$ cat config.mk
export PLATFORM = sky130hd
export DESIGN_NAME = uart_rx_wmark_status
export DESIGN_NICKNAME = d
export VERILOG_FILES = /design/src/rtl/uart_rxs_pkg.sv /design/src/rtl/rxs_buffer_ctrl.sv /design/src/rtl/rxs_wmark_flag.sv /design/src/rtl/rxs_activity_fsm.sv /design/src/rtl/uart_rx_wmark_status.sv
export SDC_FILE = /design/constraint.sdc
export NUM_CORES = 1
export LEC_CHECK = 0
export BUFFER_PORTS_ARGS = -buffer_cell sky130_fd_sc_hd__buf_2
export CORE_AREA = 3 3 40 42
export DETAILED_ROUTE_END_ITERATION = 7
export DIE_AREA = 0 0 43 45
export HOLD_SLACK_MARGIN = 0.03
export SLEW_MARGIN = 15
export SYNTH_ARGS = -nofsm -noshare
export SYNTH_HDL_FRONTEND = slang
export SYNTH_SLANG_ARGS = --single-unit
$ cat constraint.sdc
create_clock -name clk -period 1.4 [get_ports clk]
set_input_delay 0.21 -clock clk [delete_from_list [all_inputs] [get_ports clk]]
set_output_delay 0.21 -clock clk [all_outputs]
set_load 0.02 [all_outputs]
$ cat src/rtl/uart_rxs_pkg.sv
package uart_rxs_pkg;
  typedef enum logic [1:0] {
    RXS_IDLE  = 2'd0,
    RXS_BUSY  = 2'd1,
    RXS_DRAIN = 2'd2
  } rxs_state_e;
endpackage

$ cat src/rtl/rxs_buffer_ctrl.sv
module rxs_buffer_ctrl #(
  parameter int DEPTH = 16,
  parameter int CW    = $clog2(DEPTH)
) (
  input  logic          clk,
  input  logic          rst_n,
  input  logic          fifo_en,
  input  logic          char_done,
  input  logic          host_rd,
  input  logic [CW:0]   fifo_count,
  output logic          rx_push,
  output logic          buf_full_next,
  output logic          overrun
);
  localparam logic [CW:0] FULL_LVL = (CW+1)'(DEPTH);

  logic buf_q, ovr_q, ovr_next, room, fifo_room, single_room, buf_en;

  // A read in the same cycle frees one word before the new one lands.
  always_comb begin
    fifo_room   = (fifo_count < FULL_LVL) || (host_rd && (fifo_count != '0));
    single_room = !buf_q || host_rd;
    room        = fifo_en ? fifo_room : single_room;
    rx_push     = char_done && room;
    ovr_next    = char_done && !room;
  end

  always_comb begin
    buf_en        = host_rd || (rx_push && !fifo_en);
    buf_full_next = buf_q;
    if (buf_en) begin
      buf_full_next = rx_push && !fifo_en;
    end
  end

  always_ff @(posedge clk or negedge rst_n) begin
    if (!rst_n) begin
      buf_q <= 1'b0;
      ovr_q <= 1'b0;
    end else begin
      if (buf_en) buf_q <= buf_full_next;
      ovr_q <= ovr_next;
    end
  end

  assign overrun = ovr_q;

  a_r3_fill_from_char: assert property (@(posedge clk) disable iff (!rst_n)
    $rose(buf_q) |-> $past(char_done));
  a_r5_ovr_after_char: assert property (@(posedge clk) disable iff (!rst_n)
    overrun |-> $past(char_done));
  a_r6_ovr_not_pushed: assert property (@(posedge clk) disable iff (!rst_n)
    overrun |-> !$past(rx_push));
endmodule

$ cat src/rtl/rxs_wmark_flag.sv
module rxs_wmark_flag #(
  parameter int CW = 4
) (
  input  logic          clk,
  input  logic          rst_n,
  input  logic          fifo_en,
  input  logic [CW:0]   fifo_count,
  input  logic [CW-1:0] wmark,
  input  logic          buf_full_next,
  output logic          rx_full
);
  logic full_q, full_next, above;

  always_comb begin
    above     = fifo_count > {1'b0, wmark};
    full_next = fifo_en ? above : buf_full_next;
  end

  always_ff @(posedge clk or negedge rst_n) begin
    if (!rst_n) full_q <= 1'b0;
    else        full_q <= full_next;
  end

  assign rx_full = full_q;

  a_r1_above_sets: assert property (@(posedge clk) disable iff (!rst_n)
    (fifo_en && (fifo_count > {1'b0, wmark})) |=> rx_full);
  a_r2_at_or_below_clears: assert property (@(posedge clk) disable iff (!rst_n)
    (fifo_en && (fifo_count <= {1'b0, wmark})) |=> !rx_full);
endmodule

$ cat src/rtl/rxs_activity_fsm.sv
module rxs_activity_fsm
  import uart_rxs_pkg::*;
(
  input  logic clk,
  input  logic rst_n,
  input  logic start_det,
  input  logic rx_line,
  input  logic char_done,
  output logic rx_active
);
  rxs_state_e st_q, st_next;

  always_comb begin
    st_next = st_q;
    unique case (st_q)
      RXS_IDLE:  if (start_det) st_next = RXS_BUSY;
      RXS_BUSY:  if (char_done) st_next = rx_line ? RXS_IDLE : RXS_DRAIN;
      RXS_DRAIN: if (rx_line)   st_next = RXS_IDLE;
      default:   st_next = RXS_IDLE;
    endcase
  end

  always_ff @(posedge clk or negedge rst_n) begin
    if (!rst_n) st_q <= RXS_IDLE;
    else        st_q <= st_next;
  end

  assign rx_active = (st_q != RXS_IDLE);

  a_r7_rise_on_start: assert property (@(posedge clk) disable iff (!rst_n)
    $rose(rx_active) |-> $past(start_det));
  a_r8_fall_line_high: assert property (@(posedge clk) disable iff (!rst_n)
    $fell(rx_active) |-> $past(rx_line));
endmodule

$ cat src/rtl/uart_rx_wmark_status.sv
module uart_rx_wmark_status #(
  parameter int DEPTH = 16,
  parameter int CW    = $clog2(DEPTH)
) (
  input  logic          clk,
  input  logic          rst_n,
  input  logic          char_done,
  input  logic          rx_line,
  input  logic          start_det,
  input  logic          host_rd,
  input  logic          fifo_en,
  input  logic [CW-1:0] rx_wmark,
  input  logic [CW:0]   fifo_count,
  output logic          rx_push,
  output logic          rx_full,
  output logic          rx_active,
  output logic          overrun
);
  logic rst_s1, rst_sn, buf_full_next;

  // Asynchronous assertion, synchronous release.
  always_ff @(posedge clk or negedge rst_n) begin
    if (!rst_n) begin
      rst_s1 <= 1'b0;
      rst_sn <= 1'b0;
    end else begin
      rst_s1 <= 1'b1;
      rst_sn <= rst_s1;
    end
  end

  rxs_buffer_ctrl #(.DEPTH(DEPTH), .CW(CW)) u_buf (
    .clk(clk), .rst_n(rst_sn), .fifo_en(fifo_en), .char_done(char_done),
    .host_rd(host_rd), .fifo_count(fifo_count), .rx_push(rx_push),
    .buf_full_next(buf_full_next), .overrun(overrun)
  );

  rxs_wmark_flag #(.CW(CW)) u_flag (
    .clk(clk), .rst_n(rst_sn), .fifo_en(fifo_en), .fifo_count(fifo_count),
    .wmark(rx_wmark), .buf_full_next(buf_full_next), .rx_full(rx_full)
  );

  rxs_activity_fsm u_act (
    .clk(clk), .rst_n(rst_sn), .start_det(start_det), .rx_line(rx_line),
    .char_done(char_done), .rx_active(rx_active)
  );

  a_r9_quiet_in_reset: assert property (@(posedge clk)
    !rst_sn |=> !overrun);
endmodule

==> impl_metrics.sql, run 1 <==
INSERT INTO impl_metrics (metric_group, metric, value, unit) VALUES
('status', 'run_status', 'completed', ''),
('timing', 'report.final.hold_viol_count', '0', ''),
('placement', 'placed_cells', '71', ''),
('timing', 'worst_clock_skew', '0.00296', 'ns'),
('worst_setup_path', 'critical_path.reg2reg.startpoint', 'u_buf.buf_q', ''),
('timing', 'fin_worst_hold_slack', '0.0710', 'ns'),
('cells_and_area', 'insertedDiodeCount', '0', ''),
('yosys', 'yosys_warnings', '0', ''),
('cells_and_area', 'final_design_area_no_fill', '526', 'µm²'),
('timing', 'period_share', '90.7', '%'),
('routing', 'via_count_of_the_routed_design', '330', ''),
('worst_setup_path', 'worstSetupStartpointType', 'flop', ''),
('clock_tree', 'cts-root-to-sink-buffers', '2', ''),
('power', 'peakVddDrop', '0.000339', 'V'),
('timing', 'grt_setup_unrepaired', 'false', ''),
('yosys', 'yosys_register_bits', '7', ''),
('clock_tree', 'clk_root_buffer_cell', 'clkbuf_4', ''),
('clock_tree', 'cts_tree', 'built', ''),
('floorplanning', 'design.portCount', '20', ''),
('routing', 'route.final.wire_length', '660', 'µm'),
('worst_setup_path', 'timing.critical_path.arrival', '1.06', 'ns'),
('cells_and_area', 'fin_nets', '82', ''),
('grt', 'global_route_total_usage_across_every_layer', '8.84', '%'),
('cells_and_area', 'syn2layout_area_growth', '40.0', '%'),
('routing', 'via_per_inst', '4.34', ''),
('routing', 'dr.first_iter.drc_count', '0', ''),
('power', 'power.static_leakage', '0.000296', 'µW'),
('clock_tree', 'clk_lat_worst_skew', '0.25', 'ns'),
('grt', 'gr-total-overflow', '0', ''),
('grt', 'grt_pass1_wl', '1190', 'µm'),
('timing', 'slew_viol_final', '0', ''),
('yosys', 'ys_types', '19', ''),
('flow_run', 'maxCapViolations', '0', ''),
('worst_setup_path', 'reg2reg_slack', '0.48', 'ns'),
('floorplanning', 'start_util', '29.2', '%'),
('yosys', 'mean_area_per_synthesized_cell', '10.1', 'µm²'),
('timing', 'tns', '0', 'ns'),
('clock_tree', 'ctsResizeCount', '0', ''),
('timing', 'fin_crit', '1.27', 'ns'),
('yosys', 'fraction_of_the_yosys_area_taken_by_sequential_cells', '46.7', '%'),
('cells_and_area', 'final_util', '40.9', '%'),
('grt', 'antenna_found_initial', '0', ''),
('floorplanning', 'chipHeight', '45', 'µm'),
('worst_setup_path', 'worst_setup_path_end_kind', 'primary output', ''),
('yosys', 'synth_top_cell_area_share', '46.7', '%'),
('placement', 'place_hpwl', '571', 'µm'),
('placement', 'placement.cell_area', '489', 'µm²'),
('yosys', 'cell_accounting_for_the_most_synthesized_area', 'dfrtp_1', ''),
('timing', 'final-setup-viol-count', '0', ''),
('worst_setup_path', 'critical_path.reg2reg.endpoint', 'u_flag.rx_full', ''),
('grt', 'grt_max_degree', '6', ''),
('timing', 'clock.fmax', '788', 'MHz'),
('floorplanning', 'die_width', '43', 'µm'),
('power', 'powerDensity', '1070', 'nW/µm²'),
('worst_setup_path', 'worst-path-max-fanout', '2', ''),
('yosys', 'syn-cell-area', '375', 'µm²'),
('floorplanning', 'coreArea', '1280', 'µm²'),
('grt', 'via_count_of_the_first_global_routing_pass', '314', ''),
('routing', 'detail-route-antenna-nets', '0', ''),
('yosys', 'post_synth_main_area_contributors', 'dfrtp_1, ha_1, inv_1', ''),
('floorplanning', 'die_area', '1940', 'µm²'),
('clock_tree', 'cts-htree-levels', '1', ''),
('routing', 'wl_per_cell', '8.68', 'µm'),
('yosys', 'postSynthNetCount', '57', ''),
('routing', 'drt_drc_violations_left', '0', ''),
('cells_and_area', 'layout.cells.non_filler', '76', ''),
('clock_tree', 'worst_setup_hold_path_clk_slew', '0.05', 'ns'),
('placement', 'place.port_buffers', '19', ''),
('worst_setup_path', 'crit_required', '1.19', 'ns'),
('floorplanning', 'num_rows', '13', ''),
('min_path', 'worst_hold_path_type', 'reg2async', ''),
('cells_and_area', 'fraction_of_final_layout_cells_sized_beyond_drive_strength_1', '39.3', '%'),
('worst_setup_path', 'worst_r2r_path_depth', '3', ''),
('yosys', 'synthCells', '37', ''),
('clock_tree', 'cts_inserted_buffers', '3', ''),
('clock_tree', 'cts_num_sinks', '7', ''),
('worst_setup_path', 'critical_path_class', 'reg2out', ''),
('placement', 'global_placer_s_final_weighted_congestion', '0.662', ''),
('routing', 'drt_pass1_iterations', '1', '');
-- flip-flops by register name, indices dropped and copies added, names as in the netlist --
name	count
u_act.st_q	2
rst_s1	1
rst_sn	1
u_buf.buf_q	1
u_buf.overrun	1
u_flag.rx_full	1
-- power by group --
group	switching (µW)	total (µW)	internal, µW
Clock	74.2	183	109
Sequential	14.6	241	227
Combinational	69.3	136	67.1
-- how the worst max path moves through the flow --
stage / start / depth (start not counted) / endpoint
3_3_place_gp: rx_wmark[2] / 6 / u_flag.rx_full
3_5_place_dp: rx_wmark[2] / 6 / u_flag.rx_full
4_1_cts: u_buf.buf_q / 4 / rx_push
5_1_grt: u_buf.buf_q / 4 / rx_push
6_report: u_buf.buf_q / 4 / rx_push
2_1_floorplan: u_buf.buf_q / 3 / rx_push
-- critical path, cell delays in order (launching register included) --
cell and delay, ns:
dfrtp_1 0.37, mux2i_1 0.12, nor2_1 0.07, nor2b_1 0.09, buf_2 0.16
-- Yosys cell counts (all sizes together) --
master  n
nand4   1
or2     1
ha      4
o32ai   1
and2    1
nand4b  1
o21ai   1
nor2b   2
conb    1
nand2   2
dfrtp   7
nand2b  1
mux2    1
nor2    4
a21o    2
inv     5
mux2i   1
a31oi   1
-- cells in the final DEF (no fill, tap or decap), drive strengths merged --
cell type,n
a21o,2
a31oi,1
and2,1
buf,19
clkbuf,4
conb,1
dfrtp,7
dlygate4sd3,1
ha,4
inv,5
mux2,1
mux2i,1
nand2,2
nand2b,1
nand4,1
nand4b,1
nor2,4
nor2b,2
o21ai,1
o32ai,1
or2,1
-- metal layers --
metal | vias to the layer above | global-route usage, % | part of all wire [%]
li1 | 171 | - | -
met1 | 144 | 10.2 | 40
met2 | 13 | 12.9 | 48
met3 | 2 | 3.59 | 9.5
met4 | 0 | 7.23 | 2.6
met5 | - | 0 | 0
-- cell type report --
cell class	count	area [µm²]
inverters	5	18.8
multi-input cells	25	181
repair buffers	20	105
flip-flops and latches	7	175
fillers	145	759
well taps	15	18.8
clock buffers	4	26.3
-- stage by stage --
step           total power (µW)  setup WS (ns)
2_1_floorplan               330          0.358
3_3_place_gp                381          0.338
3_5_place_dp                382          0.331
4_1_cts                     574          0.105
5_1_grt                     606        0.00787
6_report                    561          0.131
-- timing repair --
action / 4_1_cts / 5_1_grt
hold buffers: 1 / 0
setup buffers: 0 / 0
hold endpoints to repair: 2 / 0
setup endpoints to repair: 0 / 0
-- logic make-up (layout without fill, tap and decap cells) --
group | Yosys count | count (layout) | share of synthesized area [%]
AOI/OAI and AO/OA | 5 | 5 | 9.33
adders and majority gates | 4 | 4 | 13.3
buffers and inverters | 5 | 29 | 5.00
DFF | 7 | 7 | 46.7
muxes | 2 | 2 | 5.67
other | 1 | 1 | 0.999
and+or+nand+nor | 13 | 13 | 19.0
No activity file was read; power rests on OpenSTA's default activity.
==> run 2: changes to the inputs <==
--- a/config.mk
+++ b/config.mk
@@ -6,10 +6,13 @@
 export NUM_CORES = 1
 export LEC_CHECK = 0
 export BUFFER_PORTS_ARGS = -buffer_cell sky130_fd_sc_hd__buf_2
-export CORE_AREA = 3 3 40 42
+export CELL_PAD_IN_SITES_DETAIL_PLACEMENT = 2
+export CELL_PAD_IN_SITES_GLOBAL_PLACEMENT = 2
+export CORE_MARGIN = 3
+export CORE_UTILIZATION = 24
 export DETAILED_ROUTE_END_ITERATION = 7
-export DIE_AREA = 0 0 43 45
 export HOLD_SLACK_MARGIN = 0.03
+export PLACE_DENSITY_LB_ADDON = 0.1
 export SLEW_MARGIN = 15
 export SYNTH_ARGS = -nofsm -noshare
 export SYNTH_HDL_FRONTEND = slang
==> impl_metrics.sql, run 2 (synthesis results as in run 1) <==
INSERT INTO impl_metrics (metric_group, metric, value, unit) VALUES
('status', 'run_status', 'completed', ''),
('routing', 'detail-route-antenna-nets', '0', ''),
('cells_and_area', 'largest_register_ffs', '2', ''),
('flow_run', 'maxCapViolations', '0', ''),
('floorplanning', 'start_util', '27.1', '%'),
('cells_and_area', 'insertedDiodeCount', '0', ''),
('cells_and_area', 'layout.cells.non_filler', '76', ''),
('timing', 'report.final.hold_viol_count', '0', ''),
('timing', 'grt_setup_unrepaired', 'true', ''),
('placement', 'placement.cell_area', '489', 'µm²'),
('timing', 'clock.fmax', '762', 'MHz'),
('power', 'powerDensity', '1090', 'nW/µm²'),
('floorplanning', 'die_width', '45.5', 'µm'),
('grt', 'global_route_total_usage_across_every_layer', '12.7', '%'),
('worst_setup_path', 'worst_setup_path_end_kind', 'primary output', ''),
('clock_tree', 'clk_lat_worst_skew', '0.25', 'ns'),
('clock_tree', 'post-cts-setup-buffer-count', '0', ''),
('placement', 'detailedPlace.worstSlack', '0.269', 'ns'),
('cells_and_area', 'mostFrequentLayoutCell', 'buf_2', ''),
('timing', 'postLayoutSetupSlackWorst', '0.0868', 'ns'),
('cells_and_area', 'final_util', '38.2', '%'),
('cells_and_area', 'fraction_of_final_layout_cells_sized_beyond_drive_strength_1', '39.3', '%'),
('floorplanning', 'die_area', '2070', 'µm²'),
('cells_and_area', 'fin_nets', '82', ''),
('floorplanning', 'coreArea', '1380', 'µm²'),
('timing', 'slew_viol_final', '0', ''),
('routing', 'dr.first_iter.drc_count', '1', ''),
('clock_tree', 'cts_inserted_buffers', '3', ''),
('power', 'power.static_leakage', '0.000297', 'µW'),
('grt', 'antenna_found_initial', '0', ''),
('placement', 'placed_cells', '71', ''),
('cells_and_area', 'layout.cells.most_common_list', 'buf_2, dfrtp_1, inv_1, ha_1', ''),
('cells_and_area', 'final_design_area_no_fill', '528', 'µm²'),
('floorplanning', 'design.portCount', '20', ''),
('worst_setup_path', 'worstPathCellList', 'mux2i_1 > nor2_1 > nor2b_1 > buf_4', ''),
('cells_and_area', 'syn2layout_area_growth', '40.7', '%'),
('grt', 'grt_max_degree', '6', ''),
('worst_setup_path', 'critPathSlowestCell', 'dfrtp_1', ''),
('timing', 'final-setup-viol-count', '0', ''),
('timing', 'period_share', '93.8', '%'),
('floorplanning', 'num_rows', '13', ''),
('worst_setup_path', 'worst-path-max-fanout', '2', ''),
('routing', 'via_per_inst', '4.80', ''),
('min_path', 'worst_hold_path_type', 'reg2async', ''),
('routing', 'drt_pass1_iterations', '2', ''),
('worst_setup_path', 'timing.critical_path.arrival', '1.10', 'ns'),
('worst_setup_path', 'crit_required', '1.19', 'ns'),
('worst_setup_path', 'worstSetupStartpointType', 'flop', ''),
('routing', 'route.final.wire_length', '1050', 'µm'),
('routing', 'drt_drc_violations_left', '0', ''),
('cells_and_area', 'largest_register', 'u_act.st_q', ''),
('timing', 'fin_crit', '1.31', 'ns'),
('floorplanning', 'chipHeight', '45.5', 'µm'),
('clock_tree', 'clk_root_buffer_cell', 'clkbuf_4', ''),
('power', 'peakVddDrop', '0.000614', 'V'),
('routing', 'wl_per_cell', '13.8', 'µm'),
('worst_setup_path', 'critical_path_class', 'reg2out', ''),
('clock_tree', 'cts_num_sinks', '7', ''),
('clock_tree', 'cts_tree', 'built', ''),
('placement', 'global_placer_s_final_weighted_congestion', '0.712', ''),
('grt', 'via_count_of_the_first_global_routing_pass', '415', ''),
('clock_tree', 'worst_setup_hold_path_clk_slew', '0.05', 'ns'),
('clock_tree', 'cts-root-to-sink-buffers', '2', ''),
('timing', 'worst_clock_skew', '0.00553', 'ns'),
('clock_tree', 'cts-htree-levels', '1', ''),
('worst_setup_path', 'crit_path_max_incr_delay', '0.39', 'ns'),
('grt', 'grt_pass1_wl', '1830', 'µm'),
('routing', 'via_count_of_the_routed_design', '365', ''),
('placement', 'place_hpwl', '929', 'µm'),
('grt', 'gr-total-overflow', '0', ''),
('cells_and_area', 'fillers', '166', ''),
('placement', 'place.port_buffers', '19', ''),
('power', 'power', '577', 'µW');
==> run 2: cell counts in the layout (fill, tap and decap cells not counted) <==
No cell type changed its count.
==> run 2: metrics by stage <==
step | hold WS, ns | setup TNS, ns
6_report | 0.0762 | 0
5_1_grt | 0.0955 | -0.0415
4_1_cts | 0.0857 | 0
3_5_place_dp | -0.00392 | 0
3_3_place_gp | -0.00609 | 0
2_1_floorplan | -0.0856 | 0
==> run 2: layout make-up <==
type,count,area (µm²),share of cell area [%]
multi-input combinational,25,181,34.4
sequential,7,175,33.2
timing repair buffer,20,108,20.4
clock buffer,4,26.3,4.98
inverter,5,18.8,3.55
tap,15,18.8,3.55
==> run 2: worst paths after layout <==
path | to | cells after the start | slack (ns) | start
max | rx_push | 4 | 0.09 | u_buf.buf_q
max in group asynchronous | rst_sn | 2 | 1.04 | rst_n
min reg2reg | u_act.st_q[1] | 0 | 0.08 | rst_sn
max reg2reg | u_flag.rx_full | 3 | 0.40 | u_buf.buf_q
min in group clk | u_act.st_q[1] | 2 | 0.11 | rx_line
min | u_act.st_q[1] | 0 | 0.08 | rst_sn
==> run 2: metal layers <==
metal / global-route usage (%) / vias up / routed length, µm
met3: 6.72 / 0 / 87
met5: 0 / - / 0
met2: 24.2 / 14 / 601
met1: 12.8 / 178 / 356
met4: 0 / 0 / 0
li1: - / 173 / -
==> run 2: worst max-delay path: cells and delay by family, from the launching register on <==
kind	cells	cell delay [ns]
simple gates	2	0.18
buf+inv	1	0.15
flops	1	0.39
mux	1	0.13
==> run 2: where the power goes <==
part	switching (µW)	internal [µW]
sequential	20.7	227
clock	74.7	109
combinational	77.2	68.8
total	173	405
==> run 2: timing repair <==
item	CTS	global route
endpoints found under the hold margin	2	0
hold buffers	1	0
endpoints found under the setup margin	0	1
resized for setup	0	1
